### src/rtl/lcd_pwrup_pkg.sv
package lcd_pwrup_pkg;
  localparam int CNT_W = 5;
  localparam int MS_W  = 8;
  localparam int TBL_A_LEN = 8;
  localparam int TBL_B_LEN = 22;

  localparam logic [7:0] ID_CMD      = 8'h04;
  localparam logic [7:0] ID_MATCH    = 8'h80;
  localparam logic [7:0] CMD_DISP_ON = 8'h29;
  localparam logic [7:0] CMD_WAKE    = 8'h11;

  localparam logic [MS_W-1:0] RST_HI_MS  = MS_W'(100);
  localparam logic [MS_W-1:0] RST_LO_MS  = MS_W'(40);
  localparam logic [MS_W-1:0] ON_WAIT_MS = MS_W'(100);

  typedef enum logic [3:0] {
    ST_IDLE, ST_RHI, ST_RLO, ST_RSET, ST_ID, ST_CMD,
    ST_PAR, ST_GAP, ST_ON, ST_ONW, ST_WAKE, ST_DONE
  } seq_st_t;

  typedef struct packed {
    logic [7:0]      code;
    logic [CNT_W-1:0] npar;
    logic [MS_W-1:0]  ms;
  } ent_t;
endpackage

### src/rtl/lcd_ms_timer.sv
module lcd_ms_timer #(
  parameter int CLK_HZ = 50_000_000,
  parameter int MS_W   = 8
) (
  input  logic            clk,
  input  logic            rst_n,
  input  logic            load_i,
  input  logic [MS_W-1:0] ms_i,
  output logic            fin_o
);
  localparam int PER = (CLK_HZ / 1000 > 0) ? CLK_HZ / 1000 : 1;
  localparam int PW  = (PER > 1) ? $clog2(PER) : 1;
  localparam logic [PW-1:0] PER_M1 = PW'(PER - 1);

  logic [MS_W-1:0] ms_q, ms_d;
  logic [PW-1:0]   pre_q, pre_d;
  logic            wrap;

  assign wrap  = (pre_q == PER_M1);
  // look one cycle ahead so a wait of d ms lasts exactly d*PER cycles
  assign fin_o = (ms_q == '0) || ((ms_q == MS_W'(1)) && wrap);

  always_comb begin
    ms_d  = ms_q;
    pre_d = pre_q;
    if (load_i) begin
      ms_d  = ms_i;
      pre_d = '0;
    end else if (ms_q != '0) begin
      if (wrap) begin
        pre_d = '0;
        ms_d  = ms_q - MS_W'(1);
      end else begin
        pre_d = pre_q + PW'(1);
      end
    end
  end

  always_ff @(posedge clk or negedge rst_n) begin
    if (!rst_n) begin
      ms_q  <= '0;
      pre_q <= '0;
    end else begin
      ms_q  <= ms_d;
      pre_q <= pre_d;
    end
  end

  AST_TMR_COUNTDOWN: assert property (@(posedge clk) disable iff (!rst_n)
    (!load_i && ms_q != '0) |=> (ms_q <= $past(ms_q)));
endmodule

### src/rtl/lcd_init_rom.sv
module lcd_init_rom
  import lcd_pwrup_pkg::*;
(
  input  logic             sel_b_i,
  input  logic [CNT_W-1:0] ent_i,
  input  logic [CNT_W-1:0] par_i,
  output ent_t             ent_o,
  output logic [7:0]       pbyte_o,
  output logic             last_o
);
  function automatic ent_t mk(input logic [7:0] c, input int n, input int ms);
    ent_t e;
    e.code = c;
    e.npar = CNT_W'(n);
    e.ms   = MS_W'(ms);
    return e;
  endfunction

  always_comb begin
    ent_o = mk(8'h00, 0, 0);
    if (!sel_b_i) begin
      case (ent_i)
        5'd0:    ent_o = mk(8'h36, 1, 0);
        5'd1:    ent_o = mk(8'h3A, 1, 0);
        5'd2:    ent_o = mk(8'hB6, 4, 0);
        5'd3:    ent_o = mk(8'hC5, 2, 0);
        5'd4:    ent_o = mk(8'hE0, 16, 0);
        5'd5:    ent_o = mk(8'hE1, 16, 20);
        5'd6:    ent_o = mk(8'hB0, 1, 0);
        5'd7:    ent_o = mk(8'hB4, 1, 100);
        default: ent_o = mk(8'h00, 0, 0);
      endcase
    end else begin
      case (ent_i)
        5'd0:    ent_o = mk(8'hFF, 3, 0);
        5'd1:    ent_o = mk(8'hBA, 1, 0);
        5'd2:    ent_o = mk(8'hBC, 21, 0);
        5'd3:    ent_o = mk(8'hBD, 8, 0);
        5'd4:    ent_o = mk(8'hBE, 9, 0);
        5'd5:    ent_o = mk(8'hC7, 1, 0);
        5'd6:    ent_o = mk(8'hED, 3, 0);
        5'd7:    ent_o = mk(8'hC0, 3, 0);
        5'd8:    ent_o = mk(8'hFC, 1, 0);
        5'd9:    ent_o = mk(8'hB6, 1, 0);
        5'd10:   ent_o = mk(8'hDF, 6, 0);
        5'd11:   ent_o = mk(8'hF3, 1, 0);
        5'd12:   ent_o = mk(8'hB4, 3, 0);
        5'd13:   ent_o = mk(8'hF7, 1, 0);
        5'd14:   ent_o = mk(8'hB1, 3, 0);
        5'd15:   ent_o = mk(8'hF2, 4, 0);
        5'd16:   ent_o = mk(8'hC1, 4, 0);
        5'd17:   ent_o = mk(8'h36, 1, 0);
        5'd18:   ent_o = mk(8'h3A, 1, 0);
        5'd19:   ent_o = mk(8'hE0, 16, 0);
        5'd20:   ent_o = mk(8'hE1, 16, 0);
        5'd21:   ent_o = mk(8'h35, 1, 0);
        default: ent_o = mk(8'h00, 0, 0);
      endcase
    end
  end

  always_comb begin
    if (ent_o.code == 8'h3A) begin
      pbyte_o = 8'h66;
    end else if (ent_o.code == 8'hFF) begin
      case (par_i)
        5'd0:    pbyte_o = 8'hFF;
        5'd1:    pbyte_o = 8'h98;
        default: pbyte_o = 8'h06;
      endcase
    end else begin
      pbyte_o = ent_o.code + 8'(par_i) + 8'd1;
    end
  end

  assign last_o = (ent_i == (sel_b_i ? CNT_W'(TBL_B_LEN - 1) : CNT_W'(TBL_A_LEN - 1)));
endmodule

### src/rtl/lcd_pwrup_seq.sv
module lcd_pwrup_seq
  import lcd_pwrup_pkg::*;
#(
  parameter int CLK_HZ = 50_000_000
) (
  input  logic       clk,
  input  logic       rst_n,
  input  logic       start_i,
  output logic       panel_rst_n_o,
  output logic       xfer_req_o,
  output logic       xfer_rd_o,
  output logic       xfer_dc_o,
  output logic [7:0] xfer_byte_o,
  input  logic       xfer_ack_i,
  input  logic       xfer_err_i,
  input  logic [7:0] xfer_id_i,
  output logic       done_o,
  output logic       err_o
);
  logic rst_meta, rst_n_s;
  always_ff @(posedge clk or negedge rst_n) begin
    if (!rst_n) begin
      rst_meta <= 1'b0;
      rst_n_s  <= 1'b0;
    end else begin
      rst_meta <= 1'b1;
      rst_n_s  <= rst_meta;
    end
  end

  seq_st_t          st_q, st_d;
  logic [CNT_W-1:0] ent_q, ent_d, par_q, par_d;
  logic             tbl_q, tbl_d, ran_q, ran_d, err_q, err_d;
  logic             tmr_load, tmr_fin;
  logic [MS_W-1:0]  tmr_ms;
  ent_t             rom_e;
  logic [7:0]       rom_pb;
  logic             rom_last, start_ok;

  lcd_init_rom u_rom (
    .sel_b_i (tbl_q),
    .ent_i   (ent_q),
    .par_i   (par_q),
    .ent_o   (rom_e),
    .pbyte_o (rom_pb),
    .last_o  (rom_last)
  );

  lcd_ms_timer #(.CLK_HZ(CLK_HZ), .MS_W(MS_W)) u_tmr (
    .clk    (clk),
    .rst_n  (rst_n_s),
    .load_i (tmr_load),
    .ms_i   (tmr_ms),
    .fin_o  (tmr_fin)
  );

  always_comb begin
    xfer_req_o  = 1'b0;
    xfer_rd_o   = 1'b0;
    xfer_dc_o   = 1'b0;
    xfer_byte_o = 8'h00;
    case (st_q)
      ST_ID:   begin xfer_req_o = 1'b1; xfer_rd_o = 1'b1; xfer_byte_o = ID_CMD; end
      ST_CMD:  begin xfer_req_o = 1'b1; xfer_byte_o = rom_e.code; end
      ST_PAR:  begin xfer_req_o = 1'b1; xfer_dc_o = 1'b1; xfer_byte_o = rom_pb; end
      ST_ON:   begin xfer_req_o = 1'b1; xfer_byte_o = CMD_DISP_ON; end
      ST_WAKE: begin xfer_req_o = 1'b1; xfer_byte_o = CMD_WAKE; end
      default: ;
    endcase
  end

  assign start_ok = start_i && (st_q == ST_IDLE || st_q == ST_DONE);

  always_comb begin
    st_d     = st_q;
    ent_d    = ent_q;
    par_d    = par_q;
    tbl_d    = tbl_q;
    ran_d    = ran_q;
    err_d    = err_q;
    tmr_load = 1'b0;
    tmr_ms   = '0;
    case (st_q)
      ST_IDLE, ST_DONE: if (start_ok) begin
        st_d = ST_RHI; ran_d = 1'b1; err_d = 1'b0;
        tmr_load = 1'b1; tmr_ms = RST_HI_MS;
      end
      ST_RHI: if (tmr_fin) begin
        st_d = ST_RLO; tmr_load = 1'b1; tmr_ms = RST_LO_MS;
      end
      ST_RLO: if (tmr_fin) begin
        st_d = ST_RSET; tmr_load = 1'b1; tmr_ms = RST_HI_MS;
      end
      ST_RSET: if (tmr_fin) st_d = ST_ID;
      ST_ID: if (xfer_ack_i) begin
        tbl_d = (xfer_id_i != ID_MATCH);
        ent_d = '0;
        par_d = '0;
        st_d  = ST_CMD;
      end
      ST_CMD: if (xfer_ack_i) begin
        par_d = '0;
        if (rom_e.npar != '0) begin
          st_d = ST_PAR;
        end else begin
          st_d = ST_GAP; tmr_load = 1'b1; tmr_ms = rom_e.ms;
        end
      end
      ST_PAR: if (xfer_ack_i) begin
        if (par_q == rom_e.npar - CNT_W'(1)) begin
          st_d = ST_GAP; tmr_load = 1'b1; tmr_ms = rom_e.ms;
        end else begin
          par_d = par_q + CNT_W'(1);
        end
      end
      ST_GAP: if (tmr_fin) begin
        if (rom_last) begin
          st_d = ST_ON;
        end else begin
          ent_d = ent_q + CNT_W'(1);
          st_d  = ST_CMD;
        end
      end
      ST_ON: if (xfer_ack_i) begin
        st_d = ST_ONW; tmr_load = 1'b1; tmr_ms = ON_WAIT_MS;
      end
      ST_ONW:  if (tmr_fin) st_d = ST_WAKE;
      ST_WAKE: if (xfer_ack_i) st_d = ST_DONE;
      default: st_d = ST_IDLE;
    endcase
    if (xfer_req_o && xfer_ack_i && xfer_err_i) err_d = 1'b1;
  end

  always_ff @(posedge clk or negedge rst_n_s) begin
    if (!rst_n_s) begin
      st_q  <= ST_IDLE;
      ent_q <= '0;
      par_q <= '0;
      tbl_q <= 1'b0;
      ran_q <= 1'b0;
      err_q <= 1'b0;
    end else begin
      st_q  <= st_d;
      ent_q <= ent_d;
      par_q <= par_d;
      tbl_q <= tbl_d;
      ran_q <= ran_d;
      err_q <= err_d;
    end
  end

  assign panel_rst_n_o = ran_q && (st_q != ST_RLO);
  assign done_o        = (st_q == ST_DONE);
  assign err_o         = err_q;

  AST_REQ_HOLD: assert property (@(posedge clk) disable iff (!rst_n_s)
    (xfer_req_o && !xfer_ack_i) |=> (xfer_req_o && $stable(xfer_byte_o) && $stable(xfer_dc_o) && $stable(xfer_rd_o)));
  AST_PIN_QUIET: assert property (@(posedge clk) disable iff (!rst_n_s)
    !panel_rst_n_o |-> !xfer_req_o);
  AST_ID_FORM: assert property (@(posedge clk) disable iff (!rst_n_s)
    xfer_rd_o |-> (xfer_req_o && !xfer_dc_o && xfer_byte_o == ID_CMD));
  AST_DONE_HOLD: assert property (@(posedge clk) disable iff (!rst_n_s)
    (done_o && !start_i) |=> done_o);
  AST_ERR_STICKY: assert property (@(posedge clk) disable iff (!rst_n_s)
    (err_o && !start_i) |=> err_o);
  AST_BUSY_NO_RESTART: assert property (@(posedge clk) disable iff (!rst_n_s)
    (xfer_req_o && start_i) |=> panel_rst_n_o);
endmodule

### config.mk
export PLATFORM = sky130hd
export DESIGN_NAME = lcd_pwrup_seq
export DESIGN_NICKNAME = d
export VERILOG_FILES = /design/src/rtl/lcd_pwrup_pkg.sv /design/src/rtl/lcd_ms_timer.sv /design/src/rtl/lcd_init_rom.sv /design/src/rtl/lcd_pwrup_seq.sv
export SDC_FILE = /design/constraint.sdc
export NUM_CORES = 1
export LEC_CHECK = 0
export ABC_AREA = 1
export BUFFER_PORTS_ARGS = -buffer_cell sky130_fd_sc_hd__buf_2
export CORE_MARGIN = 8
export CORE_UTILIZATION = 45
export DETAILED_ROUTE_END_ITERATION = 10
export GPL_TIMING_DRIVEN = 0
export HOLD_SLACK_MARGIN = 0.12
export PLACE_DENSITY = 0.63
export SYNTH_ARGS = -nofsm -noshare
export SYNTH_HDL_FRONTEND = slang
export SYNTH_SLANG_ARGS = --single-unit
### constraint.sdc
create_clock -name clk -period 6 [get_ports clk]
set_input_delay 0.6 -clock clk [delete_from_list [all_inputs] [get_ports clk]]
set_output_delay 0.6 -clock clk [all_outputs]
set_load 0.005 [all_outputs]
Word level (Yosys, flattened, before mapping)

Memories as Yosys holds them, arrays and structs flattened.
Cells that the tools add are included.

Bits in registers: 43
ROM bits: 544
Input port bits: 13
Output and inout port bits: 14
Word-level logic and storage cells: 142
Memories: 2

$add $sub $neg: 7
Equal/unequal tests: 35
Mux-type cells: 58
Reductions and logical operators: 30

Memories:

| memory          | depth | width | rd ports | clocked after memory_dff | write ports | RTL line           | RTL |
|---|---|---|---|---|---|---|---|
| (no name shown) | 32    | 13    | 1        | 0                        | 0           | lcd_init_rom.sv:34 | `case (ent_i)` |
| (no name shown) | 8     | 16    | 1        | 0                        | 0           | lcd_init_rom.sv:22 | `case (ent_i)` |

Operators by type and width:

| kind                  | count |
|---|---|
| $mux 8                | 9 |
| $mux 4                | 13 |
| $mux 16               | 3 |
| $pmux 8 s6            | 1 |
| $pmux 4 s11           | 1 |
| $mux 21               | 2 |
| $pmux 8 s5            | 1 |
| $mux 5                | 6 |
| $ne 2x2->1 const B    | 14 |
| $mux 7                | 3 |
| $pmux 5 s2            | 2 |
| $add 16x1->16 const B | 1 |
| $eq 16x16->1 const B  | 1 |
| $eq 4x3->1 const B    | 4 |
| $eq 4x4->1 const B    | 4 |
| $pmux 8 s2            | 1 |
| $mux 1                | 14 |
| $reduce_and 12->1     | 1 |
| $reduce_bool 2->1     | 6 |
| $add 5x1->5 const B   | 2 |
| $eq 5x5->1            | 2 |
| $add 8x1->8 const B   | 1 |
| $add 8x5->8           | 1 |
| $eq 4x2->1 const B    | 2 |
| 24 further kinds      | 35 |

Logic depth before layout (Yosys ltp)

Gate-level depths: netlist of run 1.

Word-level depth: 10
Gate-level depth with buffers: 25
Mapped depth without buffers: 23

Modules after synthesis

From an unflattened synthesis of run 1, not the netlist that was laid out.

Cell total of the unflattened synthesis: 698
Area total of the unflattened synthesis: 4,710.8 µm²

Modules (own cells, without submodules):

| module        | instances | cells each | area each (µm²) | sequential area each (µm²) |
|---|---|---|---|---|
| lcd_ms_timer  | 1         | 240        | 1,680.4         | 600.6 |
| lcd_pwrup_seq | 1         | 237        | 1,644.1         | 475.5 |
| lcd_init_rom  | 1         | 221        | 1,386.3         | 0.0 |

Worst setup path after synthesis of run 1

No wires, ideal clock.

Path kind: register to output
Start point: reg ent_q[1]
End point: out xfer_byte_o[6]
Arrival time: 2.918 ns
Data required time: 5.400 ns
Path slack: 2.482 ns
Stages on the path, launching flop included: 21
Path buffers: 0
Cell sequence: dfrtp_1 inv_1 ha_1 a21oi_1 o21ai_0 o21ai_0 nand2_1 o21ai_0 a32oi_1 ha_1 inv_1 fa_1 a21oi_1 o21bai_1 a21oi_1 nor2_1 xor2_1 nand2_1 nand3_1 nand2_1 o21ai_0

Cells in the longest elaborated chain, start to end: 8
Elaborated cells between the ends (all ways): 11
Those cells by class: add/sub (2); eq/ne (2); mux (5); memory (2)

RTL lines:

| what                                                  | RTL line             | RTL |
|---|---|---|
| from (decl)                                           | lcd_pwrup_seq.sv:32  | `logic [CNT_W-1:0] ent_q, ent_d, par_q, par_d;` |
| from (signal assigned)                                | lcd_pwrup_seq.sv:144 | `ent_q <= ent_d;` |
| branches (longest 2 deep; another with $mem_v2 32x13) | n/a                  |  |
| $mux 21 *                                             | lcd_init_rom.sv:21   | `if (!sel_b_i) begin` |
| $add 8x5->8                                           | lcd_init_rom.sv:72   | `pbyte_o = ent_o.code + 8'(par_i) + 8'd1;` |
| $add 8x1->8                                           | lcd_init_rom.sv:72   |  |
| $mux 8                                                | lcd_init_rom.sv:65   | `end else if (ent_o.code == 8'hFF) begin` |
| $mux 8                                                | lcd_init_rom.sv:63   | `if (ent_o.code == 8'h3A) begin` |
| $pmux 8 s5 *                                          | lcd_pwrup_seq.sv:62  | `case (st_q)` |
| to (decl)                                             | lcd_pwrup_seq.sv:13  | `output logic [7:0] xfer_byte_o,` |

Every way passes the cells marked *.

Worst setup path in the final report of run 1

Ends and elaborated chain as after synthesis.

==> results of run 1 <==
==> through the flow <==
| stage | setup WS, ns | cells | hold slack, ns | util [%] | power (W) |
|---|---|---|---|---|---|
| floorplan | 2.482 | 658 | 0.3044 | - | 0.001889 |
| global placement | 1.697 | 813 | 0.3332 | 49.49 | 0.002328 |
| detailed placement | 1.710 | 814 | 0.1397 | 49.72 | 0.002350 |
| CTS | 1.328 | 823 | 0.1442 | 51.05 | 0.002599 |
| global route | 0.9476 | 823 | 0.1625 | 51.05 | 0.002899 |
| finish | 1.266 | 823 | 0.1284 | 51.05 | 0.002609 |
==> routing by layer <==
layer | vias to the layer above | global-route usage, %
li1 | 2253 | -
met1 | 2085 | 25.13
met2 | 132 | 33.14
met3 | 13 | 2.905
met4 | 0 | 4.352
met5 | - | 0
==> path summary, 6_finish.rpt <==
| check | from | endpoint | slack, ns | cells past startpoint |
|---|---|---|---|---|
| max | ent_q[1] | xfer_byte_o[6] | 1.27 | 20 |
| min reg2reg | rst_n_s | st_q[3] | 0.13 | 0 |
| min in group clk | rst_meta | rst_n_s | 0.38 | 0 |
| max in group asynchronous | rst_n | rst_n_s | 5.29 | 2 |
| min | rst_n_s | st_q[3] | 0.13 | 0 |
| max reg2reg | ent_q[1] | u_tmr.ms_q[5] | 2.27 | 23 |
==> cell usage in the layout, fill, tap and decap left out, types with 4 or more instances in the layout <==
cell	netlist	final
a21oi_1	16	16
a31oi_1	4	4
buf_2	4	30
clkbuf_1	5	5
clkbuf_8	0	5
dfrtp_1	43	42
ha_1	25	25
inv_1	88	88
inv_2	4	4
nand2_1	152	152
nand3_1	77	77
nand4_1	20	20
nor2_1	69	69
nor2_4	4	4
nor3_1	15	15
nor4_1	5	5
o21ai_0	40	40
o21ai_1	8	8
o22ai_1	5	5
o31ai_1	7	7
xor2_1	24	24
==> power by group through the flow <==
| stage | Sequential (W) | Clock, W | Combinational (W) |
|---|---|---|---|
| 6_report | 0.000477 | 0.000237 | 0.00190 |
| 5_1_grt | 0.000488 | 0.000254 | 0.00216 |
| 4_1_cts | 0.000475 | 0.000243 | 0.00188 |
| 3_5_place_dp | 0.000480 | 0 | 0.00187 |
| 3_3_place_gp | 0.000484 | 0 | 0.00184 |
| 2_1_floorplan | 0.000455 | 0 | 0.00143 |
==> cells by family after synthesis <==
| group | count (synthesis) |
|---|---|
| simple gates | 355 |
| buf+inv | 107 |
| compound gates | 99 |
| flops | 43 |
| xor+xnor | 27 |
| fa+ha+maj | 26 |
| other cells | 1 |
==> registers in the layout, indices dropped and copies added (netlist names) <==
name         count
u_tmr.pre_q     16
u_tmr.ms_q       8
ent_q            5
par_q            5
st_q             4
err_o            1
ran_q            1
rst_meta         1
rst_n_s          1
tbl_q            1
==> layout make-up <==
| type | count | area (um2) |
|---|---|---|
| Timing Repair Buffer | 28 | 160.2 |
| Multi-Input combinational cell | 508 | 2770 |
| Buffer | 14 | 83.83 |
| Fill cell | 954 | 4523 |
| Sequential cell | 43 | 1077 |
| Clock inverter | 3 | 43.79 |
| Tap cell | 129 | 161.4 |
| Inverter | 93 | 351.6 |
| Clock buffer | 5 | 68.82 |
==> summary.md, run 1 <==
| Metric | Value |
|---|---|
| Combinational power share | `between 70% and 80%` |
| Worst Setup Path Type | `register to primary output` |
| Core area | `roughly 0.0092 mm2` |
| Most frequent cell after synthesis | `nand2_1` |
| Main combinational cell family by area after synthesis | `simple AND/OR/NAND/NOR gates` |
| Post-synthesis sequential area ratio | `25.13%` |
| Synth Area in Compound Gates | `between 10% and 20%` |
| Share of layout cells above drive strength 1 | `under 10%` |
| Metal3 WL | `between 700 and 800 um` |
| Die ar. | `around 0.013 mm2` |
| Grt ovf | `0` |
| TritonCTS clock tree | `built` |
| Post-synth EDFFs | `0` |
| CTS resizes | `0` |
| Via count | `about 4500` |
| Warnings from Yosys | `0` |
| Clock transition at path regs | `roughly 0.10 ns` |
| Die X | `between 100 and 150 um` |
| Post-synth top flop | `dfrtp_1` |
| Status | `finished, final reports clean` |
| Layout Skew | `about 0.013 ns` |
| CP startpoint kind | `register` |
| Highest routed layer | `met4` |
| Initial Utilization | `46.34%` |
| Crit. End Element | `primary output` |
| Share of the synthesized area in the top cell type | `between 20% and 30%` |
| Worst hold path class | `register to asynchronous set/reset pin` |
| Crit path cell chain | `inv_1 -> ha_1 -> inv_1 -> o21ai_0 -> nand2_1 -> o21ai_0 -> a32oi_1 -> ha_1 -> inv_1 -> fa_1 -> a21oi_1 -> o21bai_1 -> a21oi_1 -> nor2_1 -> xor2_1 -> nand2_1 -> nand3_1 -> nand2_1 -> o21ai_0 -> buf_2` |
| Pre-Repair DR Iteration Count | `4` |
| Syn Area/Cell | `roughly 6.5 um2` |
| Slew Viols, Final | `0` |
| Final WL | `around 12000 um` |
| Post-DP HPWL | `around 9600 um` |
| Critical path peak fanout | `12` |
| Worst-Margin Slew | `0.9959 ns` |
| Setup violations, final | `0` |
| Family with the most delay on the worst path | `compound AO/OA/AOI/OAI gates` |
| Fmax | `between 200 and 250 MHz` |
| Mux share of post-synthesis cell area | `0%` |
| Setup TNS | `0 ns` |
| Leakage | `2.318 nW` |
| Total CTS buffers | `5` |
| Post-placement cell area | `0.004594 mm2` |
| IO Count | `27` |
| Hold_buf cts | `1` |
| Met2 WL | `about 6000 um` |
| Post-Synthesis Cells | `658` |
| Slew margin rel. | `a little under a third` |
| Nets | `approximately 730` |
| DR WL/cell | `15.07 um` |
| Detailed Route Iter0 Violations | `approximately 330` |
| # diodes | `0` |
| DR vias/cell | `around 5.4` |
| Clock share of power | `around 9%` |
| Critical path's slowest cell | `dfrtp_1` |
| VDD IR-drop max | `between 0.3 and 0.4 mV` |
| Critical path buffer and inverter count | `4` |
| Pint | `approximately 0.0011 W` |
| Worst-Skew Late Latency | `between 0.3 and 0.4 ns` |
| Gpl congestion | `around 0.9` |
| H-Tree Depth | `2` |
| Synth area leaders | `dfrtp_1 25%, nand2_1 13%, nand3_1 9.0%, inv_1 7.7%, ha_1 7.3%` |
| Final hold violations | `0` |
| Metal-1 WL | `5575 um` |
| Syn nets | `approximately 700` |
| Register bit total from synthesis | `43` |
| Sw frac | `a little under three fifths` |
| Setup repair bufs after CTS | `0` |
| Synth Area in XOR/XNOR | `between 5 and 6%` |
| Sequential power share | `18.3%` |
| # DRC | `0` |
| Global-route wire length before repair | `20760 um` |
| IO buf count | `26` |
| Post-synth top cells | `152 x nand2_1, 88 x inv_1, 77 x nand3_1` |
| Antenna-violating nets left | `0` |
| CTS max path bufs | `2` |
| Synth area leader | `dfrtp_1` |
| Post-route cell area | `around 0.0047 mm2` |
| Site row count | `35` |
| Async SR Flop Fraction | `100.0%` |
| Crit path DAT | `4.13 ns` |
| Clk sink count | `43` |
| Min Clock Period, post-route | `approximately 4.7 ns` |
| Psw | `about 0.0015 W` |
| Max Cap Viol | `0` |
| Cell Pwr Density | `553.2 mW/mm2` |
| Area Overhead vs Synth | `10.17%` |
| Initial antenna violation count | `0` |
| RSZ-0062 raised after global routing | `no` |
| Simple-Gate Fraction of Synth Area | `37.17%` |
| Yosys cell types | `just under 50` |
| Mapped Area | `0.004282 mm2` |
| Root cell of the clock tree | `clkbuf_8` |
| Tcrit/Tclk final | `between 70% and 80%` |
| Adder-cell share of the synthesized area | `under 10%` |
| Total GRT Usage | `between 15 and 20%` |
| Die extent in y | `~110 um` |
| Worst endpoint required time | `around 5.4 ns` |
| Critical Path Max Stage Delay | `between 0.6 and 0.7 ns` |
| Largest net degree at the start of global routing | `33` |
| Vias in the first global route | `around 4300` |
Power figures use the tool's default switching activity.
==> inputs of run 2 (changes only) <==
PLACE_DENSITY = 0.65   (was 0.63)
clock period = 4.35 ns   (was 6 ns; I/O delays follow)
==> summary.md, run 2 (synthesis results as in run 1) <==
| Metric | Value |
|---|---|
| Status | `finished, final reports clean` |
| RSZ-0062 raised after global routing | `no` |
| Largest register FFs | `16 (unchanged)` |
| Worst-Margin Slew | `0.8822 ns (-0.1137 ns)` |
| Critical Path Max Stage Delay | `0.43 ns (-0.19 ns)` |
| Worst-Skew Late Latency | `0.30 ns (about the same)` |
| Initial Utilization | `46.34% (unchanged)` |
| # DRC | `0 (unchanged)` |
| Nets | `738 (+0.82%)` |
| DR WL/cell | `14.83 um (-1.6%)` |
| Cell Pwr Density | `766.3 mW/mm2 (+39%)` |
| Leakage | `2.334 nW (+0.67%)` |
| IO buf count | `26 (unchanged)` |
| # diodes | `0 (unchanged)` |
| Crit path cell chain | `clkinvlp_4 -> ha_1 -> inv_1 -> o21ai_0 -> nand2_1 -> o21ai_0 -> a32oi_2 -> ha_1 -> inv_1 -> fa_1 -> a21oi_1 -> o21bai_1 -> a21oi_1 -> nor2_1 -> xor2_1 -> nand2_1 -> nand3_1 -> nand2_1 -> o21ai_0 -> buf_2` |
| FILL cells | `941 (-1.4%)` |
| Detailed Route Iter0 Violations | `282 (-14%)` |
| Worst hold path class | `register to asynchronous set/reset pin` |
| Clk sink count | `43 (unchanged)` |
| Vias in the first global route | `4339 (+0.046%)` |
| Area Overhead vs Synth | `11.48%` |
| Setup violations, final | `0 (unchanged)` |
| CTS max path bufs | `2 (unchanged)` |
| Highest routed layer | `met4` |
| Most frequent cells in the layout | `152 x nand2_1, 86 x inv_1, 77 x nand3_1, 69 x nor2_1` |
| Site row count | `35 (unchanged)` |
| Post-placement cell area | `0.004594 mm2 (unchanged)` |
| Crit path DAT | `3.70 ns (-0.43 ns)` |
| Crit. End Element | `primary output` |
| Top reg by flops | `u_tmr.pre_q` |
| Post-route cell area | `0.004773 mm2 (+1.2%)` |
| IO Count | `27 (unchanged)` |
| Share of layout cells above drive strength 1 | `11.00% (+1.2 points)` |
| Die ar. | `0.01289 mm2 (unchanged)` |
| CP startpoint kind | `register` |
| Worst Setup Path Type | `register to primary output` |
| Max Cap Viol | `0 (unchanged)` |
| Final hold violations | `0 (unchanged)` |
| Die extent in y | `113.5 um (unchanged)` |
| DR vias/cell | `5.445 (about the same)` |
| Met2 WL | `5729 um (-4.2%)` |
| Critical path buffer and inverter count | `4 (unchanged)` |
| TritonCTS clock tree | `built` |
| Initial antenna violation count | `0 (unchanged)` |
| Final WL | `12300 um (-0.87%)` |
| Metal3 WL | `589 um (-18%)` |
| Regs by FF count | `u_tmr.pre_q (16), u_tmr.ms_q (8)` |
| Pre-Repair DR Iteration Count | `4 (unchanged)` |
| Global-route wire length before repair | `20730 um (-0.13%)` |
| H-Tree Depth | `2 (unchanged)` |
| Tcrit/Tclk final | `a little over nine tenths` |
| Commonest non-fill, non-tap cell in the layout | `nand2_1` |
| Die X | `113.5 um (unchanged)` |
| Core Util, Final | `51.66% (+0.61 points)` |
| Setup TNS | `0 ns (unchanged)` |
| Total CTS buffers | `5 (unchanged)` |
| Total Power | `0.003658 W (+40%)` |
| Clock transition at path regs | `0.08 ns (-0.02 ns)` |
| Slew margin rel. | `39.67% (+7.8 points)` |
| Post-DP HPWL | `9525 um (-1.2%)` |
| Critical path peak fanout | `4 (-8)` |
| Gpl congestion | `0.9467 (+2.2%)` |
| Layout Skew | `0.004980 ns (-0.007693 ns)` |
| VDD IR-drop max | `0.3374 mV (+8.3%)` |
| Antenna-violating nets left | `0 (unchanged)` |
| Min Clock Period, post-route | `between 4 and 5 ns` |
| Family with the most delay on the worst path | `compound AO/OA/AOI/OAI gates` |
| Critical path's slowest cell | `dfrtp_2` |
| Total GRT Usage | `19.29% (-0.11 points)` |
| Grt ovf | `0 (unchanged)` |
| Root cell of the clock tree | `clkbuf_8` |
| Slew Viols, Final | `0 (unchanged)` |
| Metal-1 WL | `5637 um (+1.1%)` |
| Worst endpoint required time | `3.91 ns (-1.49 ns)` |
| Fmax | `241.7 MHz` |
| Largest net degree at the start of global routing | `33 (unchanged)` |
| Via count | `4514 (+0.69%)` |
| Core area | `0.009240 mm2 (unchanged)` |
| Hold_ws | `0.1422 ns (+0.01382 ns)` |
## run 2: changes by cell type in the layout (fill, tap and decap cells not counted), moves of 2 or more
cell / change
clkbuf_1: +2
dfrtp_2: +2
inv_1: -2
clkinvlp_4: +2
dfrtp_1: -2
buf_4: +6
## run 2: worst paths after layout
kind                       startpoint             end  slack (ns)  cells after the start
setup reg to reg             ent_q[2]  u_tmr.pre_q[0]        0.87                     20
hold / removal                rst_n_s         st_q[1]        0.14                      0
setup / recovery             ent_q[0]  xfer_byte_o[6]        0.21                     20
max in group asynchronous     rst_n_s        ent_q[0]        3.73                      1
hold reg to reg               rst_n_s         st_q[1]        0.14                      0
min in group clk             rst_meta         rst_n_s        0.35                      0
## run 2: layout make-up
cell class / instances / area (um2) / area share (%)
Clock buffer: 7 / 76.32 / 1.599
Multi-Input combinational cell: 508 / 2778 / 58.19
Buffer: 14 / 83.83 / 1.756
Inverter: 93 / 359.1 / 7.523
Tap cell: 129 / 161.4 / 3.381
Clock inverter: 1 / 30.03 / 0.6291
Sequential cell: 43 / 1080 / 22.62
Timing Repair Buffer: 34 / 205.2 / 4.299
## run 2: per-layer routing
layer | up-vias | global-route usage, %
met3 | 28 | 2.853
li1 | 2265 | -
met2 | 133 | 31.87
met1 | 2088 | 24.63
met4 | 0 | 7.815
met5 | - | 0
## run 2: repair_timing
item / in CTS / in global routing
hold buffers: 1 / 0
setup buffers: 1 / 5
gates resized for setup: 3 / 2
endpoints found under the setup margin: 1 / 3
endpoints found under the hold margin: 2 / 0
## run 2: where the power goes
group	switching, W	leakage, nW	internal, W
Sequential	0.000126	0.551	0.000519
Clock	0.000141	0.0524	0.000172
Combinational	0.00177	1.73	0.000934
## run 2: stage by stage
step	instances	setup WS (ns)
5_1_grt	829	0.01109
4_1_cts	824	0.03874
3_3_place_gp	813	0.2647
3_5_place_dp	814	0.2024
6_report	829	0.2124
2_1_floorplan	658	0.9974
